<file path="config.mk">
export PLATFORM = sky130hd
export DESIGN_NAME = fc_timer
export DESIGN_NICKNAME = d
export VERILOG_FILES = /design/src/rtl/fc_timer_pkg.sv /design/src/rtl/fc_timer_presc.sv /design/src/rtl/fc_timer_count.sv /design/src/rtl/fc_timer_chan.sv /design/src/rtl/fc_timer.sv
export SDC_FILE = /design/constraint.sdc
export NUM_CORES = 1
export LEC_CHECK = 0
export BUFFER_PORTS_ARGS = -buffer_cell sky130_fd_sc_hd__buf_2
export CORE_ASPECT_RATIO = 0.75
export CORE_MARGIN = 2
export CORE_UTILIZATION = 35
export CTS_BUF_LIST = sky130_fd_sc_hd__clkbuf_4 sky130_fd_sc_hd__clkbuf_8
export DETAILED_ROUTE_END_ITERATION = 8
export PLACE_DENSITY_LB_ADDON = 0.1
export SLEW_MARGIN = 0
export SYNTH_ARGS = -nofsm -noshare
export SYNTH_HDL_FRONTEND = slang
export SYNTH_SLANG_ARGS = --single-unit
</file>
<file path="constraint.sdc">
create_clock -name clk -period 5.8 [get_ports clk]
set_input_delay 0.87 -clock clk [delete_from_list [all_inputs] [get_ports clk]]
set_output_delay 0.87 -clock clk [all_outputs]
set_load 0.01 [all_outputs]
</file>
<file path="src/rtl/fc_timer_pkg.sv">
package fc_timer_pkg;

    localparam int BUS_W = 8;

    // register addresses
    localparam int REG_CFG  = 0;
    localparam int REG_CTL  = 1;
    localparam int REG_CMPA = 2;
    localparam int REG_CMPB = 3;
    localparam int REG_CNT  = 4;

    // prescaler tap positions (log2 of divide ratio)
    localparam int SH_8    = 3;
    localparam int SH_64   = 6;
    localparam int SH_256  = 8;
    localparam int SH_1024 = 10;

    localparam logic [2:0] MODE_FREE = 3'b000;
    localparam logic [2:0] MODE_CTC  = 3'b010;

    typedef enum logic [1:0] {
        ACT_HOLD   = 2'b00,
        ACT_TOGGLE = 2'b01,
        ACT_LOW    = 2'b10,
        ACT_HIGH   = 2'b11
    } out_act_e;

    typedef enum logic [2:0] {
        SEL_OFF   = 3'd0,
        SEL_D1    = 3'd1,
        SEL_D8    = 3'd2,
        SEL_D64   = 3'd3,
        SEL_D256  = 3'd4,
        SEL_D1024 = 3'd5,
        SEL_X6    = 3'd6,
        SEL_X7    = 3'd7
    } clk_sel_e;

    typedef struct packed {
        out_act_e   act_a;
        out_act_e   act_b;
        logic [2:0] mode;
        clk_sel_e   sel;
    } cfg_t;

    function automatic logic next_level(out_act_e act, logic cur);
        case (act)
            ACT_TOGGLE: return ~cur;
            ACT_LOW:    return 1'b0;
            ACT_HIGH:   return 1'b1;
            default:    return cur;
        endcase
    endfunction

    function automatic logic is_plain(logic [2:0] mode);
        return (mode == MODE_FREE) || (mode == MODE_CTC);
    endfunction

endpackage

</file>
<file path="src/rtl/fc_timer_presc.sv">
module fc_timer_presc
    import fc_timer_pkg::*;
(
    input  logic     clk,
    input  logic     rst,
    input  clk_sel_e sel,
    output logic     tick
);
    localparam int PRE_W = SH_1024;

    logic [PRE_W-1:0] pre_q;

    always_ff @(posedge clk) begin
        if (rst) pre_q <= '0;
        else     pre_q <= pre_q + 1'b1;
    end

    always_comb begin
        case (sel)
            SEL_D1:    tick = 1'b1;
            SEL_D8:    tick = &pre_q[SH_8-1:0];
            SEL_D64:   tick = &pre_q[SH_64-1:0];
            SEL_D256:  tick = &pre_q[SH_256-1:0];
            SEL_D1024: tick = &pre_q[SH_1024-1:0];
            default:   tick = 1'b0;
        endcase
    end
endmodule

</file>
<file path="src/rtl/fc_timer_count.sv">
module fc_timer_count #(
    parameter int CNT_W = 8
) (
    input  logic             clk,
    input  logic             rst,
    input  logic             tick,
    input  logic             clear_at_top,
    input  logic [CNT_W-1:0] top,
    output logic [CNT_W-1:0] cnt
);
    always_ff @(posedge clk) begin
        if (rst) begin
            cnt <= '0;
        end else if (tick) begin
            if (clear_at_top && (cnt == top)) cnt <= '0;
            else                              cnt <= cnt + 1'b1;
        end
    end
endmodule

</file>
<file path="src/rtl/fc_timer_chan.sv">
module fc_timer_chan
    import fc_timer_pkg::*;
#(
    parameter int CNT_W = 8
) (
    input  logic             clk,
    input  logic             rst,
    input  logic             tick,
    input  logic [CNT_W-1:0] cnt,
    input  logic [CNT_W-1:0] cmp,
    input  out_act_e         act,
    input  logic             plain,
    input  logic             force_i,
    output logic             wave,
    output logic             flag
);
    logic hit;
    logic fire;

    assign hit  = tick && (cnt == cmp);
    // a forced and a real match in the same cycle act once
    assign fire = plain && (hit || force_i);

    always_ff @(posedge clk) begin
        if (rst) begin
            wave <= 1'b0;
            flag <= 1'b0;
        end else begin
            flag <= hit;
            if (fire) wave <= next_level(act, wave);
        end
    end
endmodule

</file>
<file path="src/rtl/fc_timer.sv">
module fc_timer
    import fc_timer_pkg::*;
#(
    parameter int CNT_W  = 8,
    parameter int ADDR_W = 3
) (
    input  logic              clk,
    input  logic              rst,
    input  logic [ADDR_W-1:0] bus_addr,
    input  logic [7:0]        bus_wdata,
    input  logic              bus_we,
    output logic [7:0]        bus_rdata,
    output logic              wave_a,
    output logic              wave_b,
    output logic              match_a,
    output logic              match_b
);
    localparam int NCH = 2;

    cfg_t                       cfg_q;
    logic [NCH-1:0][CNT_W-1:0]  cmp_q;
    logic [CNT_W-1:0]           cnt_q;
    logic                       tick;
    logic                       plain;
    logic                       ctl_wr;
    out_act_e                   act_v  [NCH];
    logic [NCH-1:0]             force_v;
    logic [NCH-1:0]             wave_v;
    logic [NCH-1:0]             flag_v;

    assign ctl_wr     = bus_we && (bus_addr == ADDR_W'(REG_CTL));
    assign plain      = is_plain(cfg_q.mode);
    assign act_v[0]   = cfg_q.act_a;
    assign act_v[1]   = cfg_q.act_b;
    assign force_v[0] = ctl_wr && bus_wdata[7];
    assign force_v[1] = ctl_wr && bus_wdata[6];

    always_ff @(posedge clk) begin
        if (rst) begin
            cfg_q <= '0;
            cmp_q <= '0;
        end else if (bus_we) begin
            case (bus_addr)
                ADDR_W'(REG_CFG): begin
                    cfg_q.act_a     <= out_act_e'(bus_wdata[7:6]);
                    cfg_q.act_b     <= out_act_e'(bus_wdata[5:4]);
                    cfg_q.mode[1:0] <= bus_wdata[1:0];
                end
                ADDR_W'(REG_CTL): begin
                    cfg_q.mode[2] <= bus_wdata[3];
                    cfg_q.sel     <= clk_sel_e'(bus_wdata[2:0]);
                end
                ADDR_W'(REG_CMPA): cmp_q[0] <= bus_wdata[CNT_W-1:0];
                ADDR_W'(REG_CMPB): cmp_q[1] <= bus_wdata[CNT_W-1:0];
                default: ;
            endcase
        end
    end

    always_comb begin
        bus_rdata = '0;
        case (bus_addr)
            ADDR_W'(REG_CFG):  bus_rdata = {cfg_q.act_a, cfg_q.act_b, 2'b00, cfg_q.mode[1:0]};
            ADDR_W'(REG_CTL):  bus_rdata = {4'b0000, cfg_q.mode[2], cfg_q.sel};
            ADDR_W'(REG_CMPA): bus_rdata = BUS_W'(cmp_q[0]);
            ADDR_W'(REG_CMPB): bus_rdata = BUS_W'(cmp_q[1]);
            ADDR_W'(REG_CNT):  bus_rdata = BUS_W'(cnt_q);
            default: ;
        endcase
    end

    fc_timer_presc u_presc (
        .clk  (clk),
        .rst  (rst),
        .sel  (cfg_q.sel),
        .tick (tick)
    );

    fc_timer_count #(.CNT_W(CNT_W)) u_count (
        .clk          (clk),
        .rst          (rst),
        .tick         (tick),
        .clear_at_top (cfg_q.mode == MODE_CTC),
        .top          (cmp_q[0]),
        .cnt          (cnt_q)
    );

    for (genvar c = 0; c < NCH; c++) begin : g_ch
        fc_timer_chan #(.CNT_W(CNT_W)) u_ch (
            .clk     (clk),
            .rst     (rst),
            .tick    (tick),
            .cnt     (cnt_q),
            .cmp     (cmp_q[c]),
            .act     (act_v[c]),
            .plain   (plain),
            .force_i (force_v[c]),
            .wave    (wave_v[c]),
            .flag    (flag_v[c])
        );
    end

    assign wave_a  = wave_v[0];
    assign wave_b  = wave_v[1];
    assign match_a = flag_v[0];
    assign match_b = flag_v[1];
endmodule

</file>
==> results of run 1 <==
-- report_power, final --
| group | internal [uW] | switching [uW] | total, uW | leakage (uW) |
|---|---|---|---|---|
| clock network | 96.7 | 118 | 215 | 0.0000434 |
| logic | 19.5 | 34.6 | 54.0 | 0.000570 |
| registers | 336 | 7.79 | 344 | 0.000388 |
| total | 452 | 160 | 612 | 0.00100 |
-- cell usage after synthesis (2+ instances only) --
cell type,number,share of area (%)
nand4_1,3,0.77
nand3_1,11,2.3
or4_1,3,0.92
o21ai_0,10,2.1
nor4_1,4,1.0
nand2_1,43,6.6
xor2_1,10,3.6
o31ai_1,4,1.2
clkbuf_1,15,2.3
nor3_1,3,0.62
xnor2_1,13,4.7
o21a_1,2,0.62
buf_1,2,0.31
dfxtp_1,48,39
or3_1,6,1.5
nor2b_1,6,1.5
buf_2,2,0.41
ha_1,3,1.5
o22ai_1,4,1.0
and3_1,3,0.77
mux2i_1,20,8.2
nor2_1,31,4.8
a21oi_1,30,6.2
inv_1,4,0.62
a22oi_1,2,0.62
-- routing by layer --
| metal | vias up | track usage, % | wire (um) |
|---|---|---|---|
| met5 | - | 0 | 0 |
| met4 | 0 | 3.29 | 51 |
| met3 | 7 | 3.94 | 293 |
| met2 | 37 | 25.8 | 2540 |
| met1 | 947 | 27.7 | 3470 |
| li1 | 1077 | - | - |
-- layout make-up --
| cell class | instances | area (sq um) | share of cell area, % |
|---|---|---|---|
| Clock buffer | 6 | 82.6 | 3.06 |
| Clock inverter | 2 | 15.0 | 0.557 |
| Inverter | 4 | 15.0 | 0.557 |
| Multi-Input combinational cell | 229 | 1390 | 51.4 |
| Sequential cell | 48 | 961 | 35.6 |
| Tap cell | 84 | 105 | 3.90 |
| Timing Repair Buffer | 26 | 133 | 4.92 |
-- registers in the layout, summed over array words and instances (netlist names) --
register,flops
cmp_q,16
u_presc.pre_q,10
u_count.cnt,8
cfg_q,6
act_v,4
g_ch.u_ch.flag,2
g_ch.u_ch.wave,2
-- logic make-up after synthesis --
kind of cell / share of synthesized area (%)
and+or+nand+nor: 23.4
AOI/OAI and AO/OA: 15.5
DFF: 39.4
xor gates and xnor gates: 8.27
buffers and inverters: 3.65
muxes: 8.22
adders and majority gates: 1.54
-- through the flow --
stage                     setup WS [ps]  instance area (sq um)  utilization [%]  total power (uW)
after global routing               2630                   2700             39.9               643
after detailed placement           2840                   2600             38.4               405
after global placement             2860                   2600             38.4               405
after CTS                          2840                   2700             39.9               620
final                              2830                   2700             39.9               612
after floorplan                    2860                   2440                -               386
-- critical path, stage by stage --
cell	delay (ps)
buf_2	330
nor2b_1	360
and2_1	250
nand2_1	60
o21ai_0	70
buf_2	150
-- final timing paths --
check	from	cells past startpoint	slack, ps	endpoint
worst max-delay path	bus_addr[1]	6	2830	bus_rdata[7]
worst min-delay path	u_presc.pre_q[0]	1	470	u_presc.pre_q[0]
worst min register to register	u_presc.pre_q[0]	1	470	u_presc.pre_q[0]
worst max register to register	u_presc.pre_q[0]	6	3260	u_count.cnt[1]
==> impl_metrics.env, run 1 <==
export IMPL_status="completed"
export IMPL_fin_crit_ps=2970
export IMPL_routed_via_count=2068
export IMPL_place_port_buffers=25
export IMPL_cts_tree="built"
export IMPL_synth_seq_area_share_pct=39.4
export IMPL_synthCells=300
export IMPL_cts_resized=0
export IMPL_clockRootBuffer="clkbuf_8"
export IMPL_setup_viol=0
export IMPL_ys_warnings_count=0
export IMPL_layout_common_cells="dfxtp_1, nand2_1, nor2_1"
export IMPL_rsz0062_at_grt="false"
export IMPL_path_clk_slew_ps=90
export IMPL_cts_max_level=2
export IMPL_wl_per_cell_um=15.9
export IMPL_syn_mean_instance_area_sq_um=8.12
export IMPL_post_cts_buffers=0
export IMPL_worstPathMaxFanout=17
export IMPL_grt_pass1_wl_um=10800
export IMPL_initial_utilization_pct=36.0
export IMPL_tns_ps=0
export IMPL_whs_ps=473
export IMPL_clock_skew_ps=9.91
export IMPL_max_freq_mhz=337
export IMPL_max_cap_violations=0
export IMPL_cts_buffer_depth=2
export IMPL_grt_max_degree=44
export IMPL_pin_count=26
export IMPL_hold_path_class="reg -> reg"
export IMPL_critPathKind="in -> out"
export IMPL_p_per_area_nw_per_um2=227
export IMPL_track_usage_pct=18.0
export IMPL_synth_net_count=317
export IMPL_synth_edff_count=0
export IMPL_antennaDiodeCount=0
export IMPL_nNetsFinal=331
export IMPL_die_area_sq_um=7650
export IMPL_first_global_vias=2023
export IMPL_area_growth_pct=10.7
export IMPL_first_iter_violations=110
export IMPL_synth_area_sq_um=2440
export IMPL_drc_errors=0
export IMPL_numPlacedInstances=391
export IMPL_instances_no_fill=399
export IMPL_overflow=0
export IMPL_crit_arrival_ps=2100
export IMPL_via_per_inst=5.18
export IMPL_dr_pass1_iters=4
export IMPL_worst_slew_pin_slew_ps=878
export IMPL_slew_violations=0
export IMPL_clk_insertion_delay_late_ps=310
export IMPL_final_common_cell="dfxtp_1"
export IMPL_rows=26
export IMPL_cts_sinks=48
export IMPL_min_period_over_period_pct=51.1
export IMPL_async_flop_share_pct=0
export IMPL_fp_dieW_um=100
export IMPL_synth_ff_type="dfxtp_1"
export IMPL_synth_cell_types=43
export IMPL_gp_congestion=0.833
export IMPL_wl_um=6360
export IMPL_cp_required_ps=4930
export IMPL_drive_above_1_share_pct=11.7
export IMPL_start_kind="input pin"
export IMPL_ir_drop_mv=0.111
export IMPL_finalHoldViolations=0
export IMPL_postRouteAntennaNets=0
export IMPL_core_sq_um=6770
export IMPL_fillCellCount=744
export IMPL_die_y_um=76.3
export IMPL_cellLeakagePower_uw=0.00100
export IMPL_end_kind="output pin"
export IMPL_dp_hpwl_um=4690
export IMPL_maxSlewHeadroom_pct=41.0
export IMPL_antenna_found_initial=0
export IMPL_yosys_register_bits=48
export IMPL_ctsHoldBuffers=0
export IMPL_cts_made_buffers=5
(Power assumes the default switching activity.)
==> inputs of run 2 (changes only) <==
clock period = 3 ns   (was 5.8 ns; I/O delays follow)
==> impl_metrics.env, run 2 (synthesized netlist as in run 1, its figures left out) <==
export IMPL_status="completed"
export IMPL_antennaDiodeCount=0
export IMPL_path_clk_slew_ps=100
export IMPL_ctsHoldBuffers=0
export IMPL_rows=26
export IMPL_gp_congestion=0.802
export IMPL_worstPathMaxFanout=16
export IMPL_cts_sinks=48
export IMPL_grt_pass1_wl_um=10800
export IMPL_worst_slew_pin_slew_ps=665
export IMPL_die_area_sq_um=7650
export IMPL_final_common_cell="dfxtp_1"
export IMPL_wl_um=6490
export IMPL_die_y_um=76.3
export IMPL_postRouteAntennaNets=0
export IMPL_fp_dieW_um=100
export IMPL_final_cell_area_sq_um=2750
export IMPL_layout_common_cells="dfxtp_1, nand2_1, nor2_1"
export IMPL_crit_arrival_ps=2760
export IMPL_initial_utilization_pct=36.0
export IMPL_cts_resized=0
export IMPL_maxSlewHeadroom_pct=55.5
export IMPL_drive_above_1_share_pct=12.3
export IMPL_track_usage_pct=18.1
export IMPL_grt_max_degree=27
export IMPL_antenna_found_initial=0
export IMPL_setup_viol=0
export IMPL_cts_tree="built"
export IMPL_max_cap_violations=0
export IMPL_dr_pass1_iters=4
export IMPL_met2WireLength_um=2670
export IMPL_routed_via_count=2120
export IMPL_hold_path_class="in -> reg"
export IMPL_p_per_area_nw_per_um2=493
export IMPL_via_per_inst=5.29
export IMPL_cellLeakagePower_uw=0.00104
export IMPL_clock_skew_ps=8.43
export IMPL_cts_max_level=2
export IMPL_place_area_sq_um=2620
export IMPL_start_kind="flip-flop"
export IMPL_cts_buffer_depth=2
export IMPL_cts_made_buffers=5
export IMPL_ir_drop_mv=0.244
export IMPL_first_iter_violations=124
export IMPL_drt_met1_wl_um=3470
export IMPL_min_period_over_period_pct=83.5
export IMPL_largest_register="cmp_q"
export IMPL_finalHoldViolations=0
export IMPL_overflow=0
export IMPL_place_port_buffers=25
export IMPL_met3WireLength_um=290
export IMPL_fillCellCount=707
export IMPL_tns_ps=0
export IMPL_largest_reg_flops=16
export IMPL_nNetsFinal=333
export IMPL_critPathKind="reg -> reg"
export IMPL_max_freq_mhz=399
export IMPL_pin_count=26
export IMPL_whs_ps=402
export IMPL_drc_errors=0
export IMPL_first_global_vias=1954
export IMPL_cp_required_ps=3250
export IMPL_clk_insertion_delay_late_ps=310
export IMPL_slew_violations=0
export IMPL_clockRootBuffer="clkbuf_8"
export IMPL_rsz0062_at_grt="false"
export IMPL_dp_hpwl_um=4850
export IMPL_core_sq_um=6770
export IMPL_largestRegisters="cmp_q x16, u_presc.pre_q x10, u_count.cnt x8"
export IMPL_fin_crit_ps=2510
export IMPL_top_layer_used="met4"
export IMPL_wl_per_cell_um=16.2
export IMPL_post_cts_buffers=0
export IMPL_end_kind="flip-flop"
export IMPL_area_growth_pct=13.0
==> run 2: changes by cell type in the layout (fill, tap and decap cells not counted) <==
cell,change
buf_4,+2
bufinv_16,+2
clkbuf_8,-1
clkinvlp_4,-2
inv_6,+1
==> run 2: through the flow <==
stage,setup slack [ps],utilization (%),power [uW],cells
4_1_cts,498,40.7,1360,401
2_1_floorplan,818,-,745,300
3_3_place_gp,555,38.6,787,393
6_report,494,40.7,1360,401
3_5_place_dp,529,38.6,787,393
5_1_grt,316,40.7,1400,401
==> run 2: final cells by class <==
class,count,area (sq um),share of cell area [%]
clock buffer,5,68.8,2.50
clock inverter,3,68.8,2.50
inverter,4,15.0,0.545
multi-input combinational,229,1390,50.4
sequential,48,961,34.9
tap,84,105,3.82
timing repair buffer,28,148,5.36
==> run 2: path summary, 6_finish.rpt <==
| kind | slack, ps | from | endpoint | cells after the start |
|---|---|---|---|---|
| worst min-delay path | 400 | bus_wdata[1] | cmp_q[1] | 3 |
| worst max-delay path | 490 | u_presc.pre_q[0] | u_count.cnt[7] | 6 |
| worst min register to register | 470 | u_presc.pre_q[0] | u_presc.pre_q[0] | 1 |
| worst max register to register | 490 | u_presc.pre_q[0] | u_count.cnt[7] | 6 |
==> run 2: worst max-delay path, stage by stage (launching register included) <==
cell,delay (ps)
dfxtp_1,380
ha_1,230
nand4_2,170
o31a_1,330
or3_1,610
or4_1,580
a21oi_1,150
==> run 2: where the power goes <==
part	internal (uW)	total [uW]	leakage, uW	switching, uW
clock network	336	584	0.0000687	248
logic	39.2	108	0.000581	68.9
registers	649	664	0.000388	14.7
total	1020	1360	0.00104	332
==> run 2: per-layer routing <==
layer / GRT usage, % / up-vias
li1: - / 1078
met1: 28.2 / 993
met2: 25.5 / 41
met3: 3.49 / 8
met4: 3.70 / 0
met5: 0 / -
